<file path="src/rtl/blade_pkg.sv">
package blade_pkg;

    typedef enum logic [1:0] {
        EV_INSERT = 2'd0,
        EV_REMOVE = 2'd1,
        EV_HOT    = 2'd2,
        EV_COOL   = 2'd3
    } ev_kind_e;

    typedef enum logic [2:0] {
        OP_NONE      = 3'd0,
        OP_READ_INFO = 3'd1,
        OP_POWER_ON  = 3'd2,
        OP_LINK_EN   = 3'd3
    } cmd_op_e;

    typedef enum logic [3:0] {
        S_IDLE,
        S_RD_CMD,
        S_RD_WAIT,
        S_CHECK,
        S_PWR_CMD,
        S_LNK_BLADE,
        S_LNK_PEER,
        S_RUN,
        S_DENIED,
        S_FAULT
    } state_e;

    function automatic logic is_waiting(input state_e s);
        return (s == S_RD_CMD) || (s == S_RD_WAIT) || (s == S_PWR_CMD) ||
               (s == S_LNK_BLADE) || (s == S_LNK_PEER);
    endfunction

endpackage

</file>
<file path="src/rtl/blade_link_match.sv">
module blade_link_match #(
    parameter int NLINK = 8,
    parameter int PTW   = 2
) (
    input  logic [NLINK*PTW-1:0] local_t,
    input  logic [NLINK*PTW-1:0] remote_t,
    output logic [NLINK-1:0]     match
);

    for (genvar i = 0; i < NLINK; i++) begin : g_lnk
        logic [PTW-1:0] a;
        logic [PTW-1:0] b;
        assign a = local_t[i*PTW +: PTW];
        assign b = remote_t[i*PTW +: PTW];
        assign match[i] = (a != '0) && (a == b);
    end

endmodule

</file>
<file path="src/rtl/blade_budget.sv">
module blade_budget #(
    parameter int PWR_W       = 16,
    parameter int BUDGET_INIT = 1000
) (
    input  logic             clk,
    input  logic             rst,
    input  logic [PWR_W-1:0] req,
    input  logic             take,
    input  logic             give,
    input  logic [PWR_W-1:0] give_amt,
    output logic [PWR_W-1:0] left,
    output logic             fits
);

    logic [PWR_W-1:0] left_q;

    always_ff @(posedge clk) begin
        if (rst)       left_q <= PWR_W'(BUDGET_INIT);
        else if (give) left_q <= left_q + give_amt;
        else if (take) left_q <= left_q - req;
    end

    assign left = left_q;
    assign fits = (req <= left_q);

endmodule

</file>
<file path="src/rtl/blade_fan_ctrl.sv">
module blade_fan_ctrl #(
    parameter int FAN_W    = 3,
    parameter int HOLD_CYC = 1024
) (
    input  logic             clk,
    input  logic             rst,
    input  logic             hot,
    input  logic             cool,
    output logic [FAN_W-1:0] level
);

    localparam int HW = (HOLD_CYC > 1) ? $clog2(HOLD_CYC) : 1;
    localparam logic [FAN_W-1:0] LMAX = '1;

    logic [FAN_W-1:0] level_q;
    logic             pend_q;
    logic [HW-1:0]    cnt_q;

    always_ff @(posedge clk) begin
        if (rst) begin
            level_q <= '0;
            pend_q  <= 1'b0;
            cnt_q   <= '0;
        end else if (hot) begin
            if (level_q != LMAX) level_q <= level_q + 1'b1;
            pend_q <= 1'b0;
        end else if (pend_q) begin
            if (cnt_q == HW'(HOLD_CYC - 1)) begin
                pend_q <= 1'b0;
                if (level_q != '0) level_q <= level_q - 1'b1;
            end else begin
                cnt_q <= cnt_q + 1'b1;
            end
        end else if (cool) begin
            pend_q <= 1'b1;
            cnt_q  <= '0;
        end
    end

    assign level = level_q;

endmodule

</file>
<file path="src/rtl/blade_bringup_ctrl.sv">
module blade_bringup_ctrl
    import blade_pkg::*;
#(
    parameter int NLINK       = 8,
    parameter int PTW         = 2,
    parameter int PWR_W       = 16,
    parameter int BUDGET_INIT = 1000,
    parameter int TMO_CYC     = 4096,
    parameter int HOLD_CYC    = 1024,
    parameter int FAN_W       = 3
) (
    input  logic                 clk,
    input  logic                 rst,
    input  logic                 ev_valid,
    input  logic [1:0]           ev_kind,
    output logic                 cmd_valid,
    input  logic                 cmd_ready,
    output logic [2:0]           cmd_op,
    output logic                 cmd_peer,
    output logic [PWR_W-1:0]     cmd_arg,
    input  logic                 rsp_valid,
    input  logic [PWR_W-1:0]     rsp_power,
    input  logic [NLINK*PTW-1:0] rsp_ptype,
    input  logic [NLINK*PTW-1:0] peer_ptype,
    output logic [NLINK-1:0]     link_en,
    output logic [PWR_W-1:0]     budget_left,
    output logic                 deny,
    output logic                 fault,
    output logic                 online,
    output logic [FAN_W-1:0]     fan_level
);

    localparam int TMO_W = $clog2(TMO_CYC + 1);

    state_e               state_q, state_d;
    logic [PWR_W-1:0]     req_q;
    logic [NLINK*PTW-1:0] ptype_q;
    logic [NLINK-1:0]     mask_q, mask_now, link_q;
    logic                 alloc_q;
    logic [TMO_W-1:0]     tmo_q;
    cmd_op_e              op_w;

    logic ins, rm, hs, waiting, progress, expire, fits, take;

    assign ins      = ev_valid && (ev_kind == EV_INSERT);
    assign rm       = ev_valid && (ev_kind == EV_REMOVE);
    assign hs       = cmd_valid && cmd_ready;
    assign waiting  = is_waiting(state_q);
    assign progress = hs || ((state_q == S_RD_WAIT) && rsp_valid);
    assign expire   = waiting && !progress && (tmo_q == TMO_W'(TMO_CYC - 1));
    assign take     = hs && (state_q == S_PWR_CMD) && !rm;

    blade_link_match #(.NLINK(NLINK), .PTW(PTW)) match_i (
        .local_t (ptype_q),
        .remote_t(peer_ptype),
        .match   (mask_now)
    );

    blade_budget #(.PWR_W(PWR_W), .BUDGET_INIT(BUDGET_INIT)) budget_i (
        .clk     (clk),
        .rst     (rst),
        .req     (req_q),
        .take    (take),
        .give    (rm && alloc_q),
        .give_amt(req_q),
        .left    (budget_left),
        .fits    (fits)
    );

    blade_fan_ctrl #(.FAN_W(FAN_W), .HOLD_CYC(HOLD_CYC)) fan_i (
        .clk  (clk),
        .rst  (rst),
        .hot  (ev_valid && (ev_kind == EV_HOT) && online),
        .cool (ev_valid && (ev_kind == EV_COOL) && online),
        .level(fan_level)
    );

    always_comb begin
        state_d = state_q;
        if (rm) begin
            state_d = S_IDLE;
        end else if (expire) begin
            state_d = S_FAULT;
        end else begin
            case (state_q)
                S_IDLE:      if (ins) state_d = S_RD_CMD;
                S_RD_CMD:    if (hs) state_d = S_RD_WAIT;
                S_RD_WAIT:   if (rsp_valid) state_d = S_CHECK;
                S_CHECK:     state_d = fits ? S_PWR_CMD : S_DENIED;
                S_PWR_CMD:   if (hs) state_d = S_LNK_BLADE;
                S_LNK_BLADE: if (hs) state_d = S_LNK_PEER;
                S_LNK_PEER:  if (hs) state_d = S_RUN;
                default:     state_d = state_q;
            endcase
        end
    end

    always_ff @(posedge clk) begin
        if (rst) begin
            state_q <= S_IDLE;
            req_q   <= '0;
            ptype_q <= '0;
            mask_q  <= '0;
            link_q  <= '0;
            alloc_q <= 1'b0;
            tmo_q   <= '0;
        end else begin
            state_q <= state_d;
            if (!waiting || progress || rm) tmo_q <= '0;
            else                            tmo_q <= tmo_q + 1'b1;
            if (state_q == S_RD_WAIT && rsp_valid && !rm) begin
                req_q   <= rsp_power;
                ptype_q <= rsp_ptype;
            end
            if (state_q == S_CHECK) mask_q <= mask_now;
            if (rm) begin
                alloc_q <= 1'b0;
                link_q  <= '0;
            end else begin
                if (take) alloc_q <= 1'b1;
                if (hs && state_q == S_LNK_PEER) link_q <= mask_q;
            end
        end
    end

    always_comb begin
        cmd_valid = 1'b0;
        cmd_peer  = 1'b0;
        cmd_arg   = '0;
        op_w      = OP_NONE;
        case (state_q)
            S_RD_CMD: begin
                cmd_valid = 1'b1;
                op_w      = OP_READ_INFO;
            end
            S_PWR_CMD: begin
                cmd_valid = 1'b1;
                op_w      = OP_POWER_ON;
                cmd_arg   = req_q;
            end
            S_LNK_BLADE, S_LNK_PEER: begin
                cmd_valid = 1'b1;
                op_w      = OP_LINK_EN;
                cmd_peer  = (state_q == S_LNK_PEER);
                cmd_arg   = PWR_W'(mask_q);
            end
            default: ;
        endcase
    end

    assign cmd_op  = op_w;
    assign link_en = link_q;
    assign deny    = (state_q == S_DENIED);
    assign fault   = (state_q == S_FAULT);
    assign online  = (state_q == S_RUN);

endmodule

</file>
<file path="config.mk">
export PLATFORM = sky130hd
export DESIGN_NAME = blade_bringup_ctrl
export DESIGN_NICKNAME = d
export VERILOG_FILES = /design/src/rtl/blade_pkg.sv /design/src/rtl/blade_link_match.sv /design/src/rtl/blade_budget.sv /design/src/rtl/blade_fan_ctrl.sv /design/src/rtl/blade_bringup_ctrl.sv
export SDC_FILE = /design/constraint.sdc
export NUM_CORES = 1
export LEC_CHECK = 0
export CAP_MARGIN = 10
export CELL_PAD_IN_SITES_DETAIL_PLACEMENT = 0
export CELL_PAD_IN_SITES_GLOBAL_PLACEMENT = 1
export CORE_MARGIN = 2
export CORE_UTILIZATION = 45
export CTS_CLUSTER_DIAMETER = 40
export DETAILED_ROUTE_END_ITERATION = 12
export DONT_BUFFER_PORTS = 1
export PLACE_DENSITY = 0.79
export SETUP_SLACK_MARGIN = 0.4
export SKIP_LAST_GASP = 1
export SYNTH_ARGS = -nofsm -noshare
export SYNTH_HDL_FRONTEND = slang
export SYNTH_SLANG_ARGS = --single-unit
export TNS_END_PERCENT = 50
</file>
<file path="constraint.sdc">
create_clock -name clk -period 4.9 [get_ports clk]
set_input_delay 0 -clock clk [delete_from_list [all_inputs] [get_ports clk]]
set_output_delay 0 -clock clk [all_outputs]
set_load 0.01 [all_outputs]
</file>
=== Word-level counts from Yosys, hierarchy flattened ===
Index checks and enable logic that the tools add are counted.

* Register bits after elaboration: 96
* Input port bits: 55
* Output and inout port bits: 51
* Word-level logic and storage cells: 144

* Add/subtract/negate cells: 6
* Order comparisons: 1
* Eq/ne operators: 37
* Mux-type cells: 26
* Bitwise gates (word level): 1
* Reductions and logical operators: 61

{| class="wikitable"
|+ Operators with widths
! kind !! count
|-
| 16-bit two-way mux || 2
|-
| 4-bit two-way mux || 8
|-
| 16-bit one-hot mux with 2 select lines || 1
|-
| 10-bit two-way mux || 3
|-
| 4-bit one-hot mux with 7 select lines || 1
|-
| 2-bit nonzero test || 13
|-
| 1-bit logical AND || 23
|-
| 3-bit != test, second input constant || 7
|-
| 16-bit adder || 1
|-
| 2-bit equality test || 8
|-
| 4-bit by 3-bit equality test with 1-bit output, second input constant || 4
|-
| 16-bit less-or-equal comparator || 1
|-
| 2-bit != test, second input constant || 8
|-
| 16-bit subtractor || 1
|-
| 3-bit two-way mux || 5
|-
| 7-bit AND reduction || 2
|-
| 13-bit by 1-bit adder with 13-bit output, second input constant || 1
|-
| 13-bit by 12-bit equality test with 1-bit output, second input constant || 1
|-
| 10-bit by 1-bit adder with 10-bit output, second input constant || 1
|-
| 10-bit equality test, second input constant || 1
|-
| 4-bit by 2-bit equality test with 1-bit output, second input constant || 2
|-
| 4-bit equality test, second input constant || 2
|-
| 8-bit nonzero test || 1
|-
| 2-bit OR reduction || 4
|-
| 18 further kinds || 31
|}

=== Logic depth before layout (Yosys ltp) ===
* Word-level depth: 10
* Mapped depth: 10
* Depth with buffers taken out: 10

=== Hierarchy ===
A second synthesis with hierarchy kept.

* Cells, all modules: 769
* Area total of the unflattened synthesis: 6142.1 um^2

{| class="wikitable"
|+ Modules (own cells, without submodules)
! module !! times used !! cells each !! area an instance (um^2) !! sequential area each (um^2)
|-
| blade_bringup_ctrl || 1 || 346 || 2813.9 || 1321.3
|-
| blade_budget || 1 || 301 || 2273.4 || 320.3
|-
| blade_fan_ctrl || 1 || 98 || 814.5 || 280.3
|-
| blade_link_match || 1 || 24 || 240.2 || 0.0
|}

=== Worst setup path after synthesis ===
No wires, ideal clock.

* Path type: register to register
* Start point: register budget_i.left_q[0], in the netlist budget_i.left[0]
* End point: register budget_i.left_q[14], in the netlist budget_i.left[14]
* Library setup time: 0.086 ns
* Arrival time: 2.270 ns
* Required time: 4.814 ns
* Setup slack: 2.545 ns
* Stages on the path, launching flop included: 11
* Buffers on the path: 0
* Clock period less this slack: 2.355 ns
* Cell sequence: dfxtp_1 -> inv_1 -> ha_1 -> fa_1 -> and2b_1 -> o31ai_1 -> a211oi_2 -> o211ai_1 -> a32oi_1 -> xnor2_1 -> a211oi_1

* Longest elaborated chain between the ends: 3
* Elaborated cells between the ends (all ways): 4
* Those cells by class: 2 x add/sub; 2 x mux

{| class="wikitable"
|+ Ends and longest elaborated chain
! item !! RTL line !! source
|-
| start, declared || blade_budget.sv:15 || <nowiki>logic [PWR_W-1:0] left_q;</nowiki>
|-
| start signal, assigned || blade_budget.sv:18 || <nowiki>if (rst) left_q <= PWR_W'(BUDGET_INIT);</nowiki>
|-
| start signal, assigned || blade_budget.sv:19 || <nowiki>else if (give) left_q <= left_q + give_amt;</nowiki>
|-
| start signal, assigned || blade_budget.sv:20 || <nowiki>else if (take) left_q <= left_q - req;</nowiki>
|-
| 16-bit subtractor || blade_budget.sv:20 ||
|-
| 16-bit two-way mux || blade_budget.sv:20 ||
|-
| 16-bit two-way mux (*) || blade_budget.sv:19 ||
|}

Every way passes the cells marked *; elsewhere a longest branch is shown, timed or not. The select of a mux whose other input is x is not followed.
A chain may end at the register's enable or synchronous reset.

=== Final worst setup path ===
* Start point: register state_q[0]
* End point: register fan_i.level_q[2], in the netlist fan_i.level[2]

* Longest elaborated chain between the ends: 4
* Elaborated cells between the ends (all ways): 8
* Those cells by class: 2 x eq/ne; 1 x mux; 5 x reduce/logical

{| class="wikitable"
|+ Ends and longest elaborated chain
! item !! RTL line !! source
|-
| start, declared || blade_bringup_ctrl.sv:35 || <nowiki>state_e state_q, state_d;</nowiki>
|-
| start signal, assigned || blade_bringup_ctrl.sv:108 || <nowiki>state_q <= state_d;</nowiki>
|-
| 4-bit by 3-bit equality test with 1-bit output (*) || blade_bringup_ctrl.sv:155 || <nowiki>assign online = (state_q == S_RUN);</nowiki>
|-
| 1-bit logical AND (*) || blade_bringup_ctrl.sv:73 || <nowiki>.hot (ev_valid && (ev_kind == EV_HOT) && online),</nowiki>
|-
| 2-bit != test (no line) or 2-bit nonzero test (tied branches) || -- ||
|-
| 4-bit AND reduction (no line) || -- ||
|-
| end signal, assigned || blade_fan_ctrl.sv:25 || <nowiki>if (level_q != LMAX) level_q <= level_q + 1'b1;</nowiki>
|-
| end signal, assigned || blade_fan_ctrl.sv:30 || <nowiki>if (level_q != '0) level_q <= level_q - 1'b1;</nowiki>
|-
| end, declared || blade_fan_ctrl.sv:15 || <nowiki>logic [FAN_W-1:0] level_q;</nowiki>
|}

Every way passes the cells marked *; elsewhere a longest branch is shown, timed or not.

==> summary.md <==
| Metric | Value |
|---|---|
| Run status | finished, violations left |
| Failing checks | negative hold slack |
| DP Wirelength | 11.42 mm |
| H-tree level count | 3 |
| Number of global-route vias before repair | 5,255 |
| Setup Viol. Count Final | 0 |
| Most used DFF post-synth | dfxtp_1 |
| Fin crit period | 2.909 ns |
| Hold WC Path Type | in -> reg |
| WL final | 16.26 mm |
| Clock sink count | 96 |
| IO Count | 106 |
| CTS tree | yes |
| Final net count | 856 |
| Die Y | 118.2 microns |
| Final Cell Area | 6725 sq um |
| Core area | 12,670 sq um |
| Final worst path period share | 59.37% |
| Arrival @ worst endpoint | 3.17 ns |
| Share of layout cells above drive strength 1 | 5.195% |
| Syn-to-layout area delta | 14.65% |
| RSZ-0062 raised after global routing | no |
| Die area | 13,960 sq um |
| Setup TNS | 0 ns |
| WP data required | 5.16 ns |
| GPL Wtd Cong | 0.9018 |
| Crit path kind | reg -> reg |
| Area occupied by multi-input gates | 3583 sq um |
| Number of distinct library cells after synthesis | 71 |
| Initial core utilization | 46.29% |
| Endpoint class of the critical path | flop |
| Mapped cell area | 5866 sq um |
| Ys async rst share | 0% |
| Hold Worst Slack | -0.0006985 ns |
| Post-synth EDFFs | 0 |
| Residual DRC | 0 |
| Final Hold Fails | 1 |
| CTS max path bufs | 2 |
| Max-cap viol count | 0 |
| Placed Area | 5874 sq um |
| Fin. max-slew vios | 0 |
| FF+latch area | 1922 sq um |
| Syn. warnings | 0 |
| First-pass GRT wire length | 26.32 mm |
| Drt first pass iters | 5 |
| Cell taking the most area after synthesis | dfxtp_1 |
| Port bufs | 0 |
| Max-slew headroom | 24.18% |
| FF-to-FF setup slack | 1.99 ns |
| Top area cells in the synthesized netlist | dfxtp_1 (33%), ha_1 (7.0%), a21oi_1 (6.8%), nand2_1 (6.3%), nor2_1 (5.0%) |
| Static leakage | 2.378 nW |
| Commonest non-fill, non-tap cells in the layout | nand2_1 (98), dfxtp_1 (96), a21oi_1 (80) |
| GR Overflow Total | 0 |
| Critical path launch point type | flop |
| Largest net degree at the start of global routing | 67 |
| Commonest non-fill, non-tap cell in the layout | nand2_1 |
| Initial antenna violation count | 0 |
| Final Skew | 0.006826 ns |
| Worst Tran Pin Value | 1.131 ns |
| Area share of the largest cell type after synthesis | 32.76% |
| TritonCTS Buffers | 9 |
| Antenna diode count | 0 |
| GRT Total Usage | 23.24% |
| Clk_lat worst skew | 0.36 ns |
| Synth Register Bits | 96 |
| Fmax achieved | 343.7 MHz |
| CTS root buf | clkbuf_16 |
| Cells after synthesis | 738 |
| Pwr dens | 239.7 nW/um^2 |
| Syn nets | 829 |
| CP max FO | 21 |
| DR iter-0 viols | 423 |
| Peak VDD IR | 0.1716 mV |
| Detail Route Antenna Nets | 0 |
| Sequential share of the synthesized area | 32.76% |
| Site row count | 41 |
| Avg Vias per Cell | 5.782 |
| Width of the die | 118.2 microns |
| Avg Cell Area, Syn | 7.948 sq um |
| Fillers | 1,206 |
| Reg clk slew, reported paths | 0.07 ns |
| Wirelength per Cell | 17.26 microns |
| Postcts setup bufs | 0 |
| Vias | 5,447 |
==> cell families (layout without fill, tap and decap cells) <==
| logic type | Yosys count | after routing | synth area share, % |
|---|---|---|---|
| AND/OR/NAND/NOR | 290 | 290 | 24.17 |
| XOR/XNOR | 35 | 35 | 5.226 |
| multiplexers | 8 | 8 | 1.365 |
| flip-flops | 96 | 96 | 32.76 |
| other | 1 | 1 | 0.06393 |
| buffers and inverters | 74 | 106 | 6.228 |
| adder cells (fa/ha/maj) | 36 | 36 | 8.063 |
| AO/OA/AOI/OAI | 198 | 198 | 22.12 |
==> routing by layer <==
metal / part of all wire, % / global-route usage (%)
met3: 5.7 / 5.840
met4: 3.0 / 9.864
met2: 49 / 40.32
met1: 42 / 27.08
met5: 0 / 0
==> area by class of cell <==
class	count	area share (%)
Clock buffer	10	3.553
Clock inverter	6	1.098
Inverter	35	1.953
Multi-Input combinational cell	568	53.28
Sequential cell	96	28.58
Tap cell	172	3.200
Timing Repair Buffer	55	8.335
==> critical path, cell delays in order, from the launching register on <==
cell      delay [ns]
dfxtp_1         0.75
nand2_1         0.35
nor4_4          0.48
inv_1           0.18
fa_1            0.47
nor3_1          0.26
a211oi_1        0.08
nor4b_1         0.23
==> cells in the mapped netlist (12+ instances only) <==
master    number
nand3_1       15
nor2_1        78
nand2_1       98
xor2_1        14
dfxtp_1       96
nor4_1        12
clkbuf_1      23
nor3_1        22
a211oi_1      23
a21oi_1       80
a31oi_1       13
o21ai_0       23
ha_1          33
xnor2_1       21
inv_1         34
==> sequential cells by signal (all words and copies together) (netlist names) <==
name           count
ptype_q           16
fan_i.cnt_q       10
budget_i.left     16
fan_i.level        3
tmo_q             13
req_q             16
state_q            4
mask_q             8
link_en            8
alloc_q            1
fan_i.pend_q       1
==> where the power goes <==
| group | switching, mW | internal (mW) |
|---|---|---|
| clock | 0.332 | 0.417 |
| sequential | 0.00554 | 0.782 |
| combinational | 0.0353 | 0.0398 |
==> final timing paths <==
path,start,cells after the start,endpoint
hold / removal,peer_ptype[3],3,mask_q[1]$_SDFFE_PP0P_
hold reg to reg,req_q[15]$_SDFFE_PP0P_,2,req_q[15]$_SDFFE_PP0P_
setup reg to reg,state_q[0]$_SDFFE_PP0P_,7,fan_i.level[2]$_SDFFE_PP0P_
setup / recovery,state_q[0]$_SDFFE_PP0P_,7,fan_i.level[2]$_SDFFE_PP0P_
==> metrics by stage <==
| stage | worst slack, ns | hold slack (ns) | instances | total power [mW] | util [%] |
|---|---|---|---|---|---|
| detailed placement | 2.007 | 0.07772 | 874 | 0.8382 | 46.36 |
| finish | 1.991 | -0.0006985 | 942 | 1.612 | 53.08 |
| floorplan | 2.545 | 0.1360 | 738 | 0.8414 | - |
| CTS | 1.998 | 0.006041 | 942 | 1.625 | 53.08 |
| global placement | 2.187 | 0.07435 | 874 | 0.8375 | 46.36 |
| global route | 1.635 | 0.02574 | 942 | 1.670 | 53.08 |
==> timing repair <==
item / CTS / global route
endpoints found under the hold margin: 71 / 0
hold buffers: 52 / 0
setup endpoints to repair: 0 / 0
gates resized for setup: 0 / 0
Note: power is estimated with default switching activity, not from simulation.
